[src/rtl/i2c_sel_pkg.sv]
package i2c_sel_pkg;

    localparam int NCH       = 8;
    localparam int CH_W      = $clog2(NCH);
    localparam int BYTE_W    = 8;
    localparam int CNT_W     = $clog2(BYTE_W) + 1;
    localparam logic [3:0]        ADDR_PREFIX = 4'b1110;
    localparam logic [BYTE_W-1:0] CTRL_RESET  = 8'h08;
    localparam logic [BYTE_W-1:0] CTRL_MASK   = 8'h0F;

    typedef enum logic [2:0] {
        ST_IDLE,
        ST_ADDR,
        ST_AACK,
        ST_WDAT,
        ST_WACK,
        ST_RDAT,
        ST_RACK
    } sel_state_t;

    typedef struct packed {
        logic sda;
        logic scl_rise;
        logic scl_fall;
        logic start;
        logic stop;
    } bus_evt_t;

    function automatic logic [NCH-1:0] chan_decode(input logic [CH_W:0] ctrl);
        logic [NCH-1:0] v;
        v = '0;
        if (ctrl[CH_W]) v[ctrl[CH_W-1:0]] = 1'b1;
        return v;
    endfunction

endpackage

[src/rtl/i2c_sel_sync.sv]
module i2c_sel_sync
    import i2c_sel_pkg::*;
#(
    parameter int STAGES = 2
) (
    input  logic     clk,
    input  logic     rst,
    input  logic     scl_raw,
    input  logic     sda_raw,
    output bus_evt_t evt
);

    logic [1:0] pipe [STAGES];
    logic [1:0] prev;
    logic [1:0] cur;

    for (genvar g = 0; g < STAGES; g++) begin : g_stage
        if (g == 0) begin : g_first
            always_ff @(posedge clk) begin
                if (rst) pipe[g] <= 2'b11;
                else     pipe[g] <= {scl_raw, sda_raw};
            end
        end else begin : g_rest
            always_ff @(posedge clk) begin
                if (rst) pipe[g] <= 2'b11;
                else     pipe[g] <= pipe[g-1];
            end
        end
    end

    assign cur = pipe[STAGES-1];

    always_ff @(posedge clk) begin
        if (rst) prev <= 2'b11;
        else     prev <= cur;
    end

    always_comb begin
        evt.sda      = cur[0];
        evt.scl_rise = cur[1] & ~prev[1];
        evt.scl_fall = ~cur[1] & prev[1];
        evt.start    = cur[1] & prev[1] & prev[0] & ~cur[0];
        evt.stop     = cur[1] & prev[1] & ~prev[0] & cur[0];
    end

endmodule

[src/rtl/i2c_sel_target.sv]
module i2c_sel_target
    import i2c_sel_pkg::*;
(
    input  logic              clk,
    input  logic              rst,
    input  bus_evt_t          evt,
    input  logic [2:0]        addr_sel,
    input  logic [BYTE_W-1:0] rd_val,
    output logic              sda_pd,
    output logic              wr_stb,
    output logic [BYTE_W-1:0] wr_val
);

    sel_state_t        st;
    logic [CNT_W-1:0]  cnt;
    logic [BYTE_W-1:0] sr;
    logic [BYTE_W-1:0] tx;
    logic [BYTE_W-1:0] pend;
    logic              pend_v;
    logic              rw;
    logic              nack;
    logic              byte_done;

    assign byte_done = evt.scl_fall && (cnt == CNT_W'(BYTE_W));

    always_ff @(posedge clk) begin
        if (rst) begin
            st     <= ST_IDLE;
            cnt    <= '0;
            sr     <= '0;
            tx     <= '0;
            pend   <= '0;
            pend_v <= 1'b0;
            rw     <= 1'b0;
            nack   <= 1'b0;
            sda_pd <= 1'b0;
            wr_stb <= 1'b0;
            wr_val <= '0;
        end else begin
            wr_stb <= 1'b0;
            if (evt.stop) begin
                st     <= ST_IDLE;
                sda_pd <= 1'b0;
                if (pend_v) begin
                    wr_stb <= 1'b1;
                    wr_val <= pend;
                    pend_v <= 1'b0;
                end
            end else if (evt.start) begin
                st     <= ST_ADDR;
                cnt    <= '0;
                sda_pd <= 1'b0;
            end else begin
                case (st)
                    ST_ADDR: begin
                        if (evt.scl_rise) begin
                            sr  <= {sr[BYTE_W-2:0], evt.sda};
                            cnt <= cnt + 1'b1;
                        end else if (byte_done) begin
                            if (sr[7:1] == {ADDR_PREFIX, addr_sel}) begin
                                st     <= ST_AACK;
                                sda_pd <= 1'b1;
                                rw     <= sr[0];
                            end else begin
                                st <= ST_IDLE;
                            end
                        end
                    end
                    ST_AACK: begin
                        if (evt.scl_fall) begin
                            cnt <= '0;
                            if (rw) begin
                                st     <= ST_RDAT;
                                tx     <= rd_val;
                                sda_pd <= ~rd_val[BYTE_W-1];
                            end else begin
                                st     <= ST_WDAT;
                                sda_pd <= 1'b0;
                            end
                        end
                    end
                    ST_WDAT: begin
                        if (evt.scl_rise) begin
                            sr  <= {sr[BYTE_W-2:0], evt.sda};
                            cnt <= cnt + 1'b1;
                        end else if (byte_done) begin
                            st     <= ST_WACK;
                            sda_pd <= 1'b1;
                            pend   <= sr;
                            pend_v <= 1'b1;
                        end
                    end
                    ST_WACK: begin
                        if (evt.scl_fall) begin
                            st     <= ST_WDAT;
                            cnt    <= '0;
                            sda_pd <= 1'b0;
                        end
                    end
                    ST_RDAT: begin
                        if (evt.scl_fall) begin
                            if (cnt == CNT_W'(BYTE_W - 1)) begin
                                st     <= ST_RACK;
                                sda_pd <= 1'b0;
                            end else begin
                                sda_pd <= ~tx[BYTE_W-2];
                                tx     <= {tx[BYTE_W-2:0], 1'b0};
                                cnt    <= cnt + 1'b1;
                            end
                        end
                    end
                    ST_RACK: begin
                        if (evt.scl_rise) begin
                            nack <= evt.sda;
                        end else if (evt.scl_fall) begin
                            if (nack) begin
                                st <= ST_IDLE;
                            end else begin
                                st     <= ST_RDAT;
                                cnt    <= '0;
                                tx     <= rd_val;
                                sda_pd <= ~rd_val[BYTE_W-1];
                            end
                        end
                    end
                    default: st <= ST_IDLE;
                endcase
            end
        end
    end

endmodule

[src/rtl/i2c_chan_sel.sv]
module i2c_chan_sel
    import i2c_sel_pkg::*;
#(
    parameter int SYNC_STAGES = 2
) (
    input  logic           clk,
    input  logic           rst,
    input  logic           rec_n,
    input  logic           scl_in,
    input  logic           sda_in,
    input  logic [2:0]     addr_sel,
    output logic           sda_pd,
    output logic [NCH-1:0] chan_en
);

    logic              rst_all;
    bus_evt_t          evt;
    logic              wr_stb;
    logic [BYTE_W-1:0] wr_val;
    logic [BYTE_W-1:0] ctrl;

    assign rst_all = rst | ~rec_n;

    i2c_sel_sync #(.STAGES(SYNC_STAGES)) u_sync (
        .clk     (clk),
        .rst     (rst_all),
        .scl_raw (scl_in),
        .sda_raw (sda_in),
        .evt     (evt)
    );

    i2c_sel_target u_tgt (
        .clk      (clk),
        .rst      (rst_all),
        .evt      (evt),
        .addr_sel (addr_sel),
        .rd_val   (ctrl),
        .sda_pd   (sda_pd),
        .wr_stb   (wr_stb),
        .wr_val   (wr_val)
    );

    always_ff @(posedge clk) begin
        if (rst_all)     ctrl <= CTRL_RESET;
        else if (wr_stb) ctrl <= wr_val & CTRL_MASK;
    end

    assign chan_en = chan_decode(ctrl[CH_W:0]);

endmodule

[config.mk]
export PLATFORM = sky130hd
export DESIGN_NAME = i2c_chan_sel
export DESIGN_NICKNAME = d
export VERILOG_FILES = /design/src/rtl/i2c_sel_pkg.sv /design/src/rtl/i2c_sel_sync.sv /design/src/rtl/i2c_sel_target.sv /design/src/rtl/i2c_chan_sel.sv
export SDC_FILE = /design/constraint.sdc
export NUM_CORES = 1
export LEC_CHECK = 0
export BUFFER_PORTS_ARGS = -buffer_cell sky130_fd_sc_hd__buf_2
export CAP_MARGIN = 20
export CORE_UTILIZATION = 59
export DETAILED_ROUTE_END_ITERATION = 12
export GPL_ROUTABILITY_DRIVEN = 0
export HOLD_SLACK_MARGIN = 0.08
export PLACE_DENSITY = 0.76
export SYNTH_ARGS = -nofsm -noshare
export SYNTH_HDL_FRONTEND = slang
export SYNTH_SLANG_ARGS = --single-unit
[constraint.sdc]
create_clock -name clk -period 2 [get_ports clk]
set_clock_uncertainty 0.2 [all_clocks]
set_input_delay 0.1 -clock clk [delete_from_list [all_inputs] [get_ports clk]]
set_output_delay 0.1 -clock clk [all_outputs]
set_load 0.05 [all_outputs]
# After elaboration in Yosys (flattened, before gate mapping)
# Memory sizes are Yosys's and may differ from the RTL's.
# Cells that the tools add are included.
# word_totals
elab_cells,150
ram_bits,4
memories,1
reg_bits,41
out_inout_bits,9
# classes
muxes,55
reduce_logical,21
addsub,1
magnitude_cmp,2
n_eq_ne,37
bitwise_logic,19
# mem_list
name,words,word_bits,rd,rd_ports_with_merged_regs,write_ports,line,source
u_sync.pipe,2,2,2,0,2,i2c_sel_sync.sv:13,logic [1:0] pipe [STAGES];
# ops
cell,count
two-way mux 7 bit,7
two-way mux 3 bit,12
two-way mux 4 bit,8
AND reduction 10 bit,3
"!= test 3 x 2 -> 1 bit, second input constant",7
one-hot mux 7 bit (3 select lines),1
two-way mux 1 bit,19
"!= test 2 x 1 -> 1 bit, second input constant",9
one-hot mux 3 bit (6 select lines),1
one-hot mux 4 bit (4 select lines),1
"!= test 3 bit, second input constant",5
AND reduction 12 bit,1
AND reduction 4 bit,3
"!= test 2 bit, second input constant",5
"== test 3 bit, second input constant",3
NOT 1 bit,9
AND reduction 9 bit,1
two-way mux 8 bit,1
OR reduction 2 bit,4
bitwise AND 1 bit,7
== test 7 bit,1
"== test 3 x 2 -> 1 bit, second input constant",2
two-way mux 2 bit,3
"!= test 3 x 1 -> 1 bit, second input constant",2
other kinds (17),20

# Longest topological paths before layout
# An unclocked memory read counts as a cell.
# depth
ltp_word,8
mapped_depth,8
mapped_depth_nobuf,7

# Modules after synthesis
# Synthesis repeated with hierarchy kept, for this count alone.
# hier_totals
cells_unflattened,299
hier_area_um2,2501.1
# by_module_without_submodules
module,instances,area_each_um2,seq_area_each_um2,cells_per_inst
i2c_sel_target,1,2083.2,860.8,254
i2c_chan_sel,1,220.2,80.1,28
i2c_sel_sync,1,197.7,120.1,17

# Worst setup path before layout
# Ideal clock, no wire load.
# synth_timing
kind,register to output
startpoint,register ctrl[0]
endpoint,output port chan_en[0]
required_ns,1.700
path_slack_ns,0.159
stages_incl_launch_ff,3
t_arrival_ns,1.541
path_cell_list,dfxtp_1 nand2b_1 nor3_1
# synth_via
elab_chain_cells,5
elab_cells_between_ends,6
classes_between,order compare (2); mux (3); reduce/logical (1)
# synth_rtl
item,line,source
"start, declared",i2c_chan_sel.sv:20,logic [BYTE_W-1:0] ctrl;
"start signal, assigned",i2c_chan_sel.sv:45,else if (wr_stb) ctrl <= wr_val & CTRL_MASK;
less-than comparator 3 x 4 -> 1 bit (implied by the code) or greater-or-equal comparator 3 x 1 -> 1 bit (tied branches),i2c_sel_pkg.sv:32,if (ctrl[CH_W]) v[ctrl[CH_W-1:0]] = 1'b1;
logical AND 1 bit (implied by the code),i2c_sel_pkg.sv:32,
two-way mux 1 bit (implied by the code),i2c_sel_pkg.sv:32,
demux 1 bit (select 3 bit) *,i2c_sel_pkg.sv:32,
two-way mux 8 bit *,i2c_sel_pkg.sv:32,
"end, declared",i2c_chan_sel.sv:13,output logic [NCH-1:0] chan_en
# Every way passes the cells marked *; elsewhere a longest branch is shown, timed or not.

# Worst setup path after layout
# layout_timing
startpoint,register u_tgt.cnt[1]
endpoint,register u_tgt.cnt[3]
# layout_via
elab_chain_cells,5
elab_cells_between_ends,9
classes_between,add/sub (1); eq/ne (2); mux (5); reduce/logical (1)
# layout_rtl
item,line,source
"start, declared",i2c_sel_target.sv:15,logic [CNT_W-1:0] cnt;
"start signal, assigned",i2c_sel_target.sv:58,cnt <= cnt + 1'b1;
"start signal, assigned",i2c_sel_target.sv:85,cnt <= cnt + 1'b1;
"start signal, assigned",i2c_sel_target.sv:108,cnt <= cnt + 1'b1;
adder 4 x 1 -> 4 bit,"i2c_sel_target.sv:58, i2c_sel_target.sv:85, i2c_sel_target.sv:108",
two-way mux 4 bit,i2c_sel_target.sv:102,if (cnt == CNT_W'(BYTE_W - 1)) begin
two-way mux 4 bit,i2c_sel_target.sv:101,if (evt.scl_fall) begin
one-hot mux 4 bit (4 select lines),i2c_sel_target.sv:54,case (st)
two-way mux 4 bit,i2c_sel_target.sv:49,end else if (evt.start) begin
# Parallel ways exist; a longest one is shown, timed or not. The select of a mux whose other input is x is not followed.
# A chain may end at the register's enable or synchronous reset.

==> flow_summary.toml <==
[die]
start_util = 0.642
num_rows = 21
io_pins = 17
die_height_um = 63.5
core_area_mm2 = 0.00347
die_w_um = 63.5
dieArea_mm2 = 0.00403

[critical_path]
ff2ff_path_depth = 6
crit_fanout = 4
end_kind = "flip-flop"
cp.arrival_ps = 1890
critPathLaunch = "u_tgt.cnt[1]"
reg2reg_from = "u_tgt.cnt[1]"
rrSetupSlack_ps = 110
worstPathRequired_ps = 2000
reg2reg_to = "u_tgt.cnt[3]"
crit_type = "reg -> reg"
crit_path_start_kind = "flip-flop"

[detailed_routing]
vias = 1861
wl_per_cell_um = 13.8
ant_nets = 0
route.detailed.drc = 0
drt_pass1_iterations = 4
drt_iter0_drc = 119
viasPerCell = 5.59
drt_wl_total_um = 4590

[logic_synthesis]
syn-num-nets = 273
synthCells = 263
yosysUniqueCellTypes = 49
syn_area_per_cell_um2 = 8.47
ys.flop_type = "dfxtp_1"
synth_area_mm2 = 0.00223
yosys_warnings = 0
synth_seq_cells = 45
async_flop_share = 0
seq_area_frac_synth = 0.404
synth_edf_count = 0

[timing]
timing.final.hold_violations = 0
rsz0062_at_grt = "no"
fmax_mhz = 529
min_period_ps = 1890
slew_violations = 0
fin_crit_sh = 0.946
setup_viol = 0
finalWorstSetupSlack_ps = 108
worstMarginPinSlew_ps = 525
worst_hold_slack_ps = 136
relSlewSlack = 0.646
finalSetupTns_ps = 0

[global_routing]
antenna_found_initial = 0
grt_overflow_total = 0
globalRouteTotalUtil = 0.255
grt_pass1_wl_um = 8030
grt_max_degree = 30
grt_pass1_vias = 1767

[placed_design]
place_area_mm2 = 0.00234
numPlacedInstances = 319
port_buffers = 16
post-place-ws_ps = 120
place_hpwl_um = 3220

[finish]
fin_area_mm2 = 0.00252
nets = 297
fin_cells = 333
final_core_util = 0.726
antenna_cells = 0
area_delta_synth_final_pct = 13.0
layout-drive-gt1-share = 0.157

[power_and_ir_drop]
power.leakage_nw = 0.924
power_density_mw_per_mm2 = 606
peakVddDrop_mv = 0.601
total_power_mw = 1.53

[clock_tree]
clkTransAtPathRegs_ps = 80
cts_tree = "built"
cts-buffers-inserted = 5
htree_num_levels = 2
clk_path_buf_depth = 2
clkLatencyLatePin_ps = 300
clkSinkCount = 45
root_buffer = "clkbuf_8"

[worst_hold_path]
hold_end = "u_sync.prev[0]"
worstHoldStart = "rec_n"
whs_path_depth = 4
min_path_type = "in -> reg"

[outcome]
status = "completed"

[job]
drv_cap = 0
## power by group
| part | switching (mW) | total, mW | internal (mW) | leakage, nW |
|---|---|---|---|---|
| registers | 0.00188 | 0.899 | 0.897 | 0.363 |
| clock network | 0.299 | 0.572 | 0.273 | 0.0433 |
| logic | 0.0296 | 0.0549 | 0.0253 | 0.517 |
## sequential cells by signal (all words and copies together), names as in the netlist, 2 cells and up
register / cells
ctrl: 4
u_sync.pipe: 4
u_sync.prev: 2
u_tgt.cnt: 4
u_tgt.pend: 4
u_tgt.sr: 8
u_tgt.st: 3
u_tgt.tx: 7
u_tgt.wr_val: 4
## synthesized netlist by cell type, drive strengths merged (2+ instances only)
cell type	instances	area share
nand4	6	0.017
a21oi	17	0.042
nor3	7	0.021
buf	11	0.036
a32o	2	0.0090
o31ai	2	0.0067
xnor2	3	0.012
o21ai	7	0.016
and2b	3	0.011
a31oi	2	0.0056
dfxtp	45	0.40
mux2i	15	0.067
inv	3	0.0051
nand2	34	0.057
nand3	11	0.027
ha	2	0.011
nand2b	20	0.056
clkbuf	5	0.0084
and3	2	0.0056
a311oi	3	0.012
nor2b	8	0.022
nor2	30	0.051
nand3b	2	0.0067
o211ai	3	0.010
nor3b	3	0.010
a21boi	2	0.0067
## final cells by class
type	count	area (um2)
clock inverter	1	7.51
clock buffer	6	82.6
sequential	45	902
fill	270	950
inverter	3	11.3
timing repair buffer	33	235
tap	46	57.6
multi-input combinational	199	1220
## worst max-delay path, cell delays in order (launching register included)
cell and delay (ps):
dfxtp_1 380, ha_1 200, nand3b_1 190, o211ai_1 310
nand2_1 80, and3_1 200, a32o_1 220
## cells by family after synthesis
kind of cell               count (synthesis)  share of synthesized area
AOI/OAI and AO/OA                         46                      0.146
xor gates and xnor gates                   3                     0.0118
adders and majority gates                  2                     0.0112
buffers and inverters                     19                     0.0494
DFF                                       45                      0.404
muxes                                     15                     0.0674
and+or+nand+nor                          133                      0.310
## cells in the final DEF (no fill, tap or decap), types with 6 or more instances in the layout
| cell | Yosys | layout |
|---|---|---|
| nand2b_1 | 20 | 20 |
| dfxtp_1 | 45 | 44 |
| nand3_1 | 10 | 10 |
| nand4_1 | 6 | 6 |
| nor3_1 | 6 | 6 |
| dlygate4sd3_1 | 0 | 6 |
| mux2i_1 | 15 | 15 |
| buf_2 | 4 | 16 |
| nor2_1 | 30 | 30 |
| a21oi_1 | 15 | 14 |
| clkbuf_8 | 0 | 6 |
| buf_4 | 3 | 10 |
| nor2b_1 | 8 | 8 |
| nand2_1 | 34 | 34 |
| o21ai_0 | 7 | 7 |
## per-layer routing
layer | part of all wire | up-vias | GRT usage | routed length (um)
met3 | 0.028 | 5 | 0.0562 | 130
met4 | 0.014 | 0 | 0.0938 | 65
met5 | 0 | - | 0 | 0
li1 | - | 961 | - | -
met2 | 0.48 | 27 | 0.428 | 2190
met1 | 0.48 | 868 | 0.317 | 2210
## worst max path at each step
| stage | end | slack (ps) | cells past startpoint |
|---|---|---|---|
| after floorplan | chan_en[0] | 160 | 2 |
| after global placement | u_tgt.tx[3] | 160 | 5 |
| after detailed placement | u_tgt.cnt[0] | 120 | 5 |
| after CTS | u_tgt.tx[2] | 90 | 5 |
| after global routing | u_tgt.cnt[0] | 10 | 6 |
| final | u_tgt.cnt[3] | 110 | 6 |
## what timing repair did
action	CTS	global route
endpoints found under the hold margin	8	0
resized for setup	0	3
setup endpoints to repair	0	14
buffers inserted	0	1
hold buffers	6	0
(Power assumes the default switching activity.)
